==> config.mk <==
export PLATFORM = sky130hd
export DESIGN_NAME = interval_timer_bank
export DESIGN_NICKNAME = d
export VERILOG_FILES = /design/src/rtl/itb_pkg.sv /design/src/rtl/itb_tick_gen.sv /design/src/rtl/itb_channel.sv /design/src/rtl/interval_timer_bank.sv
export SDC_FILE = /design/constraint.sdc
export NUM_CORES = 1
export LEC_CHECK = 0
export ABC_AREA = 1
export BUFFER_PORTS_ARGS = -buffer_cell sky130_fd_sc_hd__buf_2
export CAP_MARGIN = 40
export CORE_ASPECT_RATIO = 1.4
export CORE_MARGIN = 3
export CORE_UTILIZATION = 59
export CTS_BUF_LIST = sky130_fd_sc_hd__clkbuf_4 sky130_fd_sc_hd__clkbuf_8
export CTS_CLUSTER_DIAMETER = 40
export DETAILED_ROUTE_END_ITERATION = 7
export PLACE_DENSITY = 0.82
export SLEW_MARGIN = 40
export SYNTH_ARGS = -nofsm -noshare
export SYNTH_HDL_FRONTEND = slang
export SYNTH_SLANG_ARGS = --single-unit
==> constraint.sdc <==
create_clock -name clk -period 2 [get_ports clk]
set_clock_uncertainty 0.1 [all_clocks]
set_input_delay 0.2 -clock clk [delete_from_list [all_inputs] [get_ports clk]]
set_output_delay 0.2 -clock clk [all_outputs]
set_load 0.02 [all_outputs]
==> src/rtl/itb_pkg.sv <==
package itb_pkg;
    localparam int CNT_W = 23;
    localparam int REG_W = 64;

    typedef struct packed {
        logic             en;
        logic             cont;
        logic             pend;
        logic [CNT_W-1:0] cnt;
        logic [CNT_W-1:0] init;
    } chan_state_t;
endpackage

==> src/rtl/itb_tick_gen.sv <==
module itb_tick_gen #(
    parameter int DIV = 100
) (
    input  logic clk,
    input  logic rst_n,
    output logic tick
);
    localparam int PW = (DIV > 1) ? $clog2(DIV) : 1;

    logic [PW-1:0] pre_d, pre_q;

    assign tick = (pre_q == PW'(DIV - 1));

    always_comb begin
        pre_d = tick ? '0 : pre_q + 1'b1;
    end

    always_ff @(posedge clk) begin
        if (!rst_n) pre_q <= '0;
        else        pre_q <= pre_d;
    end

    generate
        if (DIV > 1) begin : g_tick_chk
            p_tick_single_r1: assert property (@(posedge clk) disable iff (!rst_n)
                tick |=> !tick);
        end
    endgenerate
endmodule

==> src/rtl/itb_channel.sv <==
module itb_channel
    import itb_pkg::*;
(
    input  logic             clk,
    input  logic             rst_n,
    input  logic             tick,
    input  logic             cfg_wr,
    input  logic [1:0]       cfg_data,
    input  logic             cnt_wr,
    input  logic [CNT_W-1:0] init_data,
    output logic             en,
    output logic             cont,
    output logic             pend,
    output logic [CNT_W-1:0] cnt,
    output logic [CNT_W-1:0] init
);
    chan_state_t s_d, s_q;

    always_comb begin
        s_d = s_q;
        if (cnt_wr) s_d.init = init_data;
        if (cfg_wr) begin
            s_d.en   = cfg_data[0];
            s_d.cont = cfg_data[1];
            s_d.pend = 1'b0;
            if (cfg_data[0]) s_d.cnt = s_q.init;
        end else if (tick && s_q.en) begin
            if (s_q.cnt == '0) begin
                s_d.pend = 1'b1;
                if (s_q.cont) s_d.cnt = s_q.init;
                else          s_d.en  = 1'b0;
            end else begin
                s_d.cnt = s_q.cnt - 1'b1;
            end
        end
    end

    always_ff @(posedge clk) begin
        if (!rst_n) s_q <= '0;
        else        s_q <= s_d;
    end

    assign en   = s_q.en;
    assign cont = s_q.cont;
    assign pend = s_q.pend;
    assign cnt  = s_q.cnt;
    assign init = s_q.init;

    p_ack_clears_r7: assert property (@(posedge clk) disable iff (!rst_n)
        cfg_wr |=> !pend);
    p_pend_sticky_r7: assert property (@(posedge clk) disable iff (!rst_n)
        (pend && !cfg_wr) |=> pend);
    p_oneshot_stops_r5: assert property (@(posedge clk) disable iff (!rst_n)
        (tick && en && !cont && cnt == '0 && !cfg_wr) |=> (!en && pend));
    p_cont_reload_r6: assert property (@(posedge clk) disable iff (!rst_n)
        (tick && en && cont && cnt == '0 && !cfg_wr && !cnt_wr) |=> (en && cnt == $past(init)));
    p_hold_no_tick_r4: assert property (@(posedge clk) disable iff (!rst_n)
        (!tick && !cfg_wr) |=> $stable(cnt));
endmodule

==> src/rtl/interval_timer_bank.sv <==
module interval_timer_bank
    import itb_pkg::*;
#(
    parameter int NCH    = 4,
    parameter int DIV    = 100,
    parameter int CW     = (NCH > 1) ? $clog2(NCH) : 1,
    parameter int ADDR_W = CW + 4
) (
    input  logic              clk,
    input  logic              rst_n,
    input  logic              bus_wr,
    input  logic [ADDR_W-1:0] bus_addr,
    input  logic [REG_W-1:0]  bus_wdata,
    output logic [REG_W-1:0]  bus_rdata,
    output logic [NCH-1:0]    irq
);
    logic             tick;
    logic [CW-1:0]    sel;
    logic             reg_sel;
    logic [NCH-1:0]   en_w, cont_w, pend_w, cfg_wr, cnt_wr;
    logic [CNT_W-1:0] cnt_w  [NCH];
    logic [CNT_W-1:0] init_w [NCH];
    logic             unused_bits;

    assign sel         = bus_addr[ADDR_W-1:4];
    assign reg_sel     = bus_addr[3];
    assign unused_bits = ^{bus_addr[2:0], bus_wdata[REG_W-1:CNT_W]};

    itb_tick_gen #(.DIV(DIV)) u_tick (
        .clk   (clk),
        .rst_n (rst_n),
        .tick  (tick)
    );

    generate
        for (genvar c = 0; c < NCH; c++) begin : g_ch
            assign cfg_wr[c] = bus_wr && (sel == CW'(c)) && !reg_sel;
            assign cnt_wr[c] = bus_wr && (sel == CW'(c)) &&  reg_sel;

            itb_channel u_ch (
                .clk       (clk),
                .rst_n     (rst_n),
                .tick      (tick),
                .cfg_wr    (cfg_wr[c]),
                .cfg_data  (bus_wdata[1:0]),
                .cnt_wr    (cnt_wr[c]),
                .init_data (bus_wdata[CNT_W-1:0]),
                .en        (en_w[c]),
                .cont      (cont_w[c]),
                .pend      (pend_w[c]),
                .cnt       (cnt_w[c]),
                .init      (init_w[c])
            );
        end
    endgenerate

    assign irq = pend_w;

    always_comb begin
        bus_rdata = '0;
        for (int c = 0; c < NCH; c++) begin
            if (sel == CW'(c)) begin
                if (reg_sel) begin
                    bus_rdata[CNT_W-1:0]     = init_w[c];
                    bus_rdata[32 +: CNT_W]   = cnt_w[c];
                end else begin
                    bus_rdata[2:0] = {pend_w[c], cont_w[c], en_w[c]};
                end
            end
        end
    end

    p_irq_needs_write_or_tick_r10: assert property (@(posedge clk) disable iff (!rst_n)
        (!tick && !bus_wr) |=> $stable(irq));
endmodule

Word-level counts from Yosys, hierarchy flattened
Index checks and enable logic that the tools add are counted.
{"block": "classes", "addsub": 5, "n_eq_ne": 16, "n_mux": 56, "n_bitwise": 1, "reduce_logical": 47}
{"op": "23-bit 2-to-1 mux", "count": 32}
{"op": "23-bit zero test", "count": 4}
{"op": "23-bit by 1-bit subtractor with 23-bit output (second input constant)", "count": 4}
{"op": "20-bit 2-to-1 mux", "count": 4}
{"op": "3-bit AND reduction", "count": 8}
{"op": "1-bit logical AND", "count": 16}
{"op": "1-bit 2-to-1 mux", "count": 16}
{"op": "2-bit nonzero test", "count": 8}
{"op": "3-bit 2-to-1 mux", "count": 4}
{"op": "3-bit by 1-bit inequality test with 1-bit output (second input constant)", "count": 4}
{"op": "2-bit OR reduction", "count": 5}
{"op": "2-bit by 1-bit inequality test with 1-bit output (second input constant)", "count": 4}
{"op": "2-bit inequality test (second input constant)", "count": 4}
{"op": "2-bit AND reduction", "count": 4}
{"op": "7-bit by 1-bit adder with 7-bit output (second input constant)", "count": 1}
{"op": "7-bit == test (second input constant)", "count": 1}
{"op": "2-bit == test (second input constant)", "count": 2}
{"op": "2-bit by 1-bit == test with 1-bit output (second input constant)", "count": 1}
{"op": "2-bit zero test", "count": 1}
{"op": "1-bit zero test", "count": 1}
{"op": "1-bit NOT", "count": 1}
{"block": "word_totals", "reg_bits": 203, "in_bits": 73, "out_inout_bits": 68, "elab_cells": 146}

Logic depth before layout (Yosys ltp)
{"block": "logic_depth", "ltp_word": 8, "ltp_mapped": 14, "ltp_nobuf": 13}

By module
A second synthesis with hierarchy kept.
{"block": "unflattened", "cells_unflattened": 2192, "hier_area_um2": 13102.6}
{"mod": "itb_channel", "n_inst": 4, "cells_per_inst": 450, "area_each_um2": 2752.6, "seq_area_each_um2": 980.9}
{"mod": "interval_timer_bank", "n_inst": 1, "cells_per_inst": 342, "area_each_um2": 1729.2, "seq_area_each_um2": 0.0}
{"mod": "itb_tick_gen", "n_inst": 1, "cells_per_inst": 50, "area_each_um2": 362.8, "seq_area_each_um2": 140.1}

Least setup slack after synthesis
Ideal clock, no wire load.
{"block": "synth_timing", "kind": "register to register", "start": "register g_ch[3].u_ch.s_q (netlist bit g_ch[3].u_ch.cnt[8])", "end": "register g_ch[3].u_ch.s_q (netlist bit g_ch[3].u_ch.cnt[9])", "setup_time_ps": 112, "arrival_ps": 1501, "required_ps": 1788, "path_slack_ps": 287, "path_stages_with_launch": 12, "n_path_buf": 1, "synth_period_minus_slack_ps": 1713, "path_cell_list": "dfxtp_1 -> nor2_1 -> nand2_1 -> nor2_1 -> nand3_1 -> nand2_2 -> inv_1 -> buf_2 -> nand2_1 -> nand2_1 -> nor2_1 -> nor2_1"}
{"block": "synth_via", "elab_chain_cells": 4, "elab_cells_between_ends": 7, "classes_between": "1 x add/sub; 1 x eq/ne; 3 x mux; 2 x reduce/logical"}
{"element": "start, declared", "line_no": "itb_channel.sv:17", "text": "chan_state_t s_d, s_q;"}
{"element": "start signal, assigned", "line_no": "itb_channel.sv:39", "text": "if (!rst_n) s_q <= '0;"}
{"element": "start signal, assigned", "line_no": "itb_channel.sv:40", "text": "else s_q <= s_d;"}
{"element": "23-bit by 1-bit subtractor with 23-bit output / 23-bit zero test (equally long branches)", "line_no": "itb_channel.sv:33, itb_channel.sv:28"}
{"element": "23-bit 2-to-1 mux", "line_no": "itb_channel.sv:28", "text": "if (s_q.cnt == '0) begin"}
{"element": "23-bit 2-to-1 mux", "line_no": "itb_channel.sv:27", "text": "end else if (tick && s_q.en) begin"}
{"element": "23-bit 2-to-1 mux", "line_no": "itb_channel.sv:22", "text": "if (cfg_wr) begin"}
Several ways; a longest one is shown, not always the timed one. The select of a mux whose other input is x is not followed.
A chain may end at the register's enable or synchronous reset.

Worst setup path in the final report
{"block": "layout_timing", "start": "register g_ch[1].u_ch.s_q (netlist bit g_ch[1].u_ch.init[5])", "end": "output bus_rdata[5]"}
{"block": "layout_via", "elab_chain_cells": 6}
{"element": "start, declared", "line_no": "itb_channel.sv:17"}
{"element": "start signal, assigned", "line_no": "itb_channel.sv:39"}
{"element": "start signal, assigned", "line_no": "itb_channel.sv:40"}
{"element": "20-bit 2-to-1 mux (*)", "line_no": "interval_timer_bank.sv:63", "text": "if (reg_sel) begin"}
{"element": "23-bit 2-to-1 mux (*)", "line_no": "interval_timer_bank.sv:62", "text": "if (sel == CW'(c)) begin"}
{"element": "20-bit 2-to-1 mux", "line_no": "interval_timer_bank.sv:63"}
{"element": "23-bit 2-to-1 mux (*)", "line_no": "interval_timer_bank.sv:62"}
{"element": "20-bit 2-to-1 mux", "line_no": "interval_timer_bank.sv:63"}
{"element": "23-bit 2-to-1 mux (*)", "line_no": "interval_timer_bank.sv:62"}
{"element": "end, declared", "line_no": "interval_timer_bank.sv:14", "text": "output logic [REG_W-1:0] bus_rdata,"}
Every way passes the cells marked *; elsewhere a longest branch is shown, timed or not.

==> summary.md <==
| Metric | Value |
|---|---|
| Fmax achieved | `496 MHz` |
| Residual DRC | `0` |
| Crit path largest cell delay | `0.35 ns` |
| Worst Setup Slack, final | `-0.0171 ns` |
| Crit-path leading delay family | `flip-flops` |
| Status | `finished with violations` |
| Via density per instance | `5.80` |
| TritonCTS Buffers | `38` |
| Clk_lat worst skew | `0.55 ns` |
| CP max FO | `2` |
| Worst setup SP type | `flip-flop` |
| Die H | `176 um` |
| Minimum clock period | `between 2 and 2.5 ns` |
| Ports | `around 140` |
| Row cnt | `~60` |
| DR iter-0 viols | `1905` |
| Layout overhead on the synthesized area | `25.8%` |
| Area share of the largest cell type after synthesis | `around 33%` |
| Antenna diode count | `0` |
| Largest net degree at the start of global routing | `68` |
| Synthesis Warnings | `0` |
| HPWL after detailed placement | `34.3 mm` |
| H-tree level count | `2` |
| RSZ-0062 raised after global routing | `yes` |
| Synth Instances | `2013` |
| Seq/Total Area, Yosys | `33.2%` |
| DRT Wirelength | `approximately 47 mm` |
| Final hold vios | `0` |
| DR top layer | `met5` |
| Lkg Pwr | `approximately 7.5 nW` |
| Wl on met1 | `17.1 mm` |
| Final Wtd Congestion | `0.997` |
| Share of cells above drive strength 1 | `18.4%` |
| CTS Sinks | `between 200 and 250` |
| Worst EP required | `around 1.7 ns` |
| Slew Limit Fails | `0` |
| Hold Crit Class | `primary input to flip-flop` |
| Syn Area/Cell | `6.08 sq um` |
| Yosys cell types | `36` |
| Worst Setup End Kind | `output port` |
| Worst Path Buf+Inv | `2` |
| Worst-path clk slew | `0.07 ns` |
| Crit path cell chain | `inv_1 -> nor3_1 -> a31oi_1 -> o221ai_1 -> buf_4` |
| Initial Util | `60.7%` |
| Reg-to-Reg End | `g_ch[0].u_ch.cnt[10]$_SDFFE_PN0P_` |
| Area of the mapped netlist | `0.0122 sq mm` |
| Worst path slowest cell | `dfxtp_1` |
| Final setup fails | `2` |
| MaxCap Viol Count | `0` |
| WS Path Type | `flip-flop to output port` |
| DIE AREA | `0.0225 sq mm` |
| Initial antenna violation count | `1` |
| Hold path start | `bus_addr[4]` |
| Drt first pass iters | `8` |
| CTS root buffer | `clkbuf_8` |
| Yosys top cell by area | `dfxtp_1` |
| Fin crit share | `101%` |
| Tot GR Track Use | `40.3%` |
| Design Power | `0.0132 W` |
| Routed wire per std cell | `18.9 um` |
| Hold Path Stages | `4` |
| Setup WS pre-CTS | `-0.136 ns` |
| Port Buffers | `78` |
| Vias in the first global route | `13400` |
| Reg2reg setup slack | `approximately 0.06 ns` |
| Fin nets | `2294` |
| Worst r2r src | `u_tick.pre_q[0]$_SDFF_PP0_` |
| DRT antenna net count | `0` |
| First-pass GRT wire length | `71.4 mm` |
| TritonCTS clock tree | `built` |
| Die Wd | `128 um` |
| Grt total ovfl | `0` |
| Hold path endpoint | `g_ch[1].u_ch.pend$_SDFFE_PP0P_` |
| Worst Tran Pin Value | `between 0.5 and 0.6 ns` |
| Relative slew slack | `65.3%` |
| Routed wire length on met3 | `4.48 mm` |
| #FFs+latches synth | `203` |
| R2R depth | `9` |
| Failing checks | `negative setup slack` |
| Met2 WL | `22.6 mm` |
| Critical Path AT | `1.72 ns` |
| Max Buffers Root-to-Sink | `3` |
| Via count | `between 10000 and 15000` |
| Ranking of synthesized cells by area | `dfxtp_1 (33%), nand2_1 (16%), nor2_1 (12%)` |
| Cell Pwr Density | `857 mW/mm^2` |
| Core ar. | `0.0201 sq mm` |
| WHS | `0.0778 ns` |
| Worst VDD drop | `0.571 mV` |
## Yosys cell counts
cell,number
nand2_1,537
nor2_1,391
dfxtp_1,203
inv_1,184
o21ai_0,144
nand3_1,123
a21oi_1,103
clkbuf_1,55
o22ai_1,49
xor2_1,35
buf_4,34
buf_2,22
o221ai_1,21
o211ai_1,17
inv_2,14
nand2_2,13
nand4_1,11
ha_1,9
nor3_1,8
buf_1,6
nor2_2,5
o2111ai_1,5
a221oi_1,4
xnor2_1,4
a31oi_1,2
nand2_4,2
nor2_4,2
or2_2,2
a22oi_1,1
and3_1,1
clkinv_1,1
conb_1,1
nand3b_1,1
nor3b_2,1
o21a_1,1
o21ai_1,1
## power breakdown
group	internal, W	leakage, nW	switching (W)	total, W
sequential	0.00421	1.65	0.000121	0.00433
clock	0.00281	0.457	0.00192	0.00473
combinational	0.00158	5.42	0.00256	0.00414
## what timing repair did
item,CTS,global route
cloned,0,2
pin swaps,0,16
endpoints found under the hold margin,100,0
hold buffers,25,0
buffers inserted,2,12
gates resized for setup,20,89
setup endpoints to repair,97,113
## stage by stage
| stage | cells | utilization, % | setup TNS, ns | area [sq um] |
|---|---|---|---|---|
| 6_report | 2491 | 76.4 | -0.0197 | 15400 |
| 5_1_grt | 2491 | 76.4 | -0.361 | 15400 |
| 4_1_cts | 2477 | 74.2 | 0 | 15000 |
| 3_5_place_dp | 2383 | 68.1 | -5.21 | 13700 |
| 3_3_place_gp | 2383 | 68.1 | -3.63 | 13700 |
| 2_1_floorplan | 2030 | - | 0 | 12300 |
## kinds of logic after synthesis
group	count (synthesis)	synth area share, %
DFF	203	33.2
adders and majority gates	9	0.921
and+or+nand+nor	1097	36.0
other	1	0.0307
xor gates and xnor gates	39	2.79
buffers and inverters	316	11.0
AOI/OAI and AO/OA	348	16.1
## placed cells by master (no fill, tap or decap), types with 18 or more instances in the layout
| master | n |
|---|---|
| buf_12 | 22 |
| o21ai_0 | 142 |
| nand2_2 | 18 |
| inv_2 | 18 |
| conb_1 | 18 |
| nand3_1 | 116 |
| dfxtp_1 | 197 |
| xor2_1 | 35 |
| a21oi_1 | 102 |
| nor2_1 | 370 |
| buf_2 | 63 |
| dlygate4sd3_1 | 25 |
| nand2_1 | 526 |
| o22ai_1 | 41 |
| buf_4 | 146 |
| inv_1 | 177 |
| clkbuf_8 | 48 |
| nor2_2 | 21 |
## layer usage
layer,vias up,global-route usage (%)
li1,6825,-
met1,6556,47.8
met2,866,67.9
met3,200,7.48
met4,2,23.4
met5,-,0
## flip-flops by register name, summed over array words and instances (netlist names)
| name | count |
|---|---|
| g_ch.u_ch.cnt | 92 |
| g_ch.u_ch.cont | 4 |
| g_ch.u_ch.en | 4 |
| g_ch.u_ch.init | 92 |
| g_ch.u_ch.pend | 4 |
| u_tick.pre_q | 7 |
## layout make-up
type	count	area [sq um]
clock buffer	54	706
tap	252	315
inverter	199	756
multi-input combinational	1511	7210
timing repair buffer	259	2150
fill	1609	4760
sequential	203	4070
clock inverter	13	178
## tightest hold or removal path: cells and delay by family
| family | cells | cell delay, ns |
|---|---|---|
| buffers and inverters | 1 | 0.16 |
| AND/OR/NAND/NOR | 3 | 0.33 |
## worst max-delay path by stage
| stage | from | endpoint | slack, ns | cells after the start |
|---|---|---|---|---|
| after floorplan | g_ch[3].u_ch.cnt[8]$_SDFFE_PN0P_ | g_ch[3].u_ch.cnt[9]$_SDFFE_PN0P_ | 0.29 | 11 |
| after global placement | g_ch[2].u_ch.cnt[8]$_SDFFE_PN0P_ | g_ch[2].u_ch.cnt[17]$_SDFFE_PN0P_ | -0.13 | 12 |
| after detailed placement | g_ch[2].u_ch.cnt[8]$_SDFFE_PN0P_ | g_ch[2].u_ch.cnt[4]$_SDFFE_PN0P_ | -0.14 | 12 |
| after CTS | g_ch[0].u_ch.cnt[8]$_SDFFE_PN0P_ | bus_rdata[40] | 0.0009 | 6 |
| after global routing | u_tick.pre_q[0]$_SDFF_PP0_ | g_ch[3].u_ch.cnt[15]$_SDFFE_PN0P_ | -0.04 | 10 |
| final | g_ch[1].u_ch.init[5]$_SDFFE_PN0P_ | bus_rdata[5] | -0.02 | 5 |
Power figures use the tool's default switching activity.
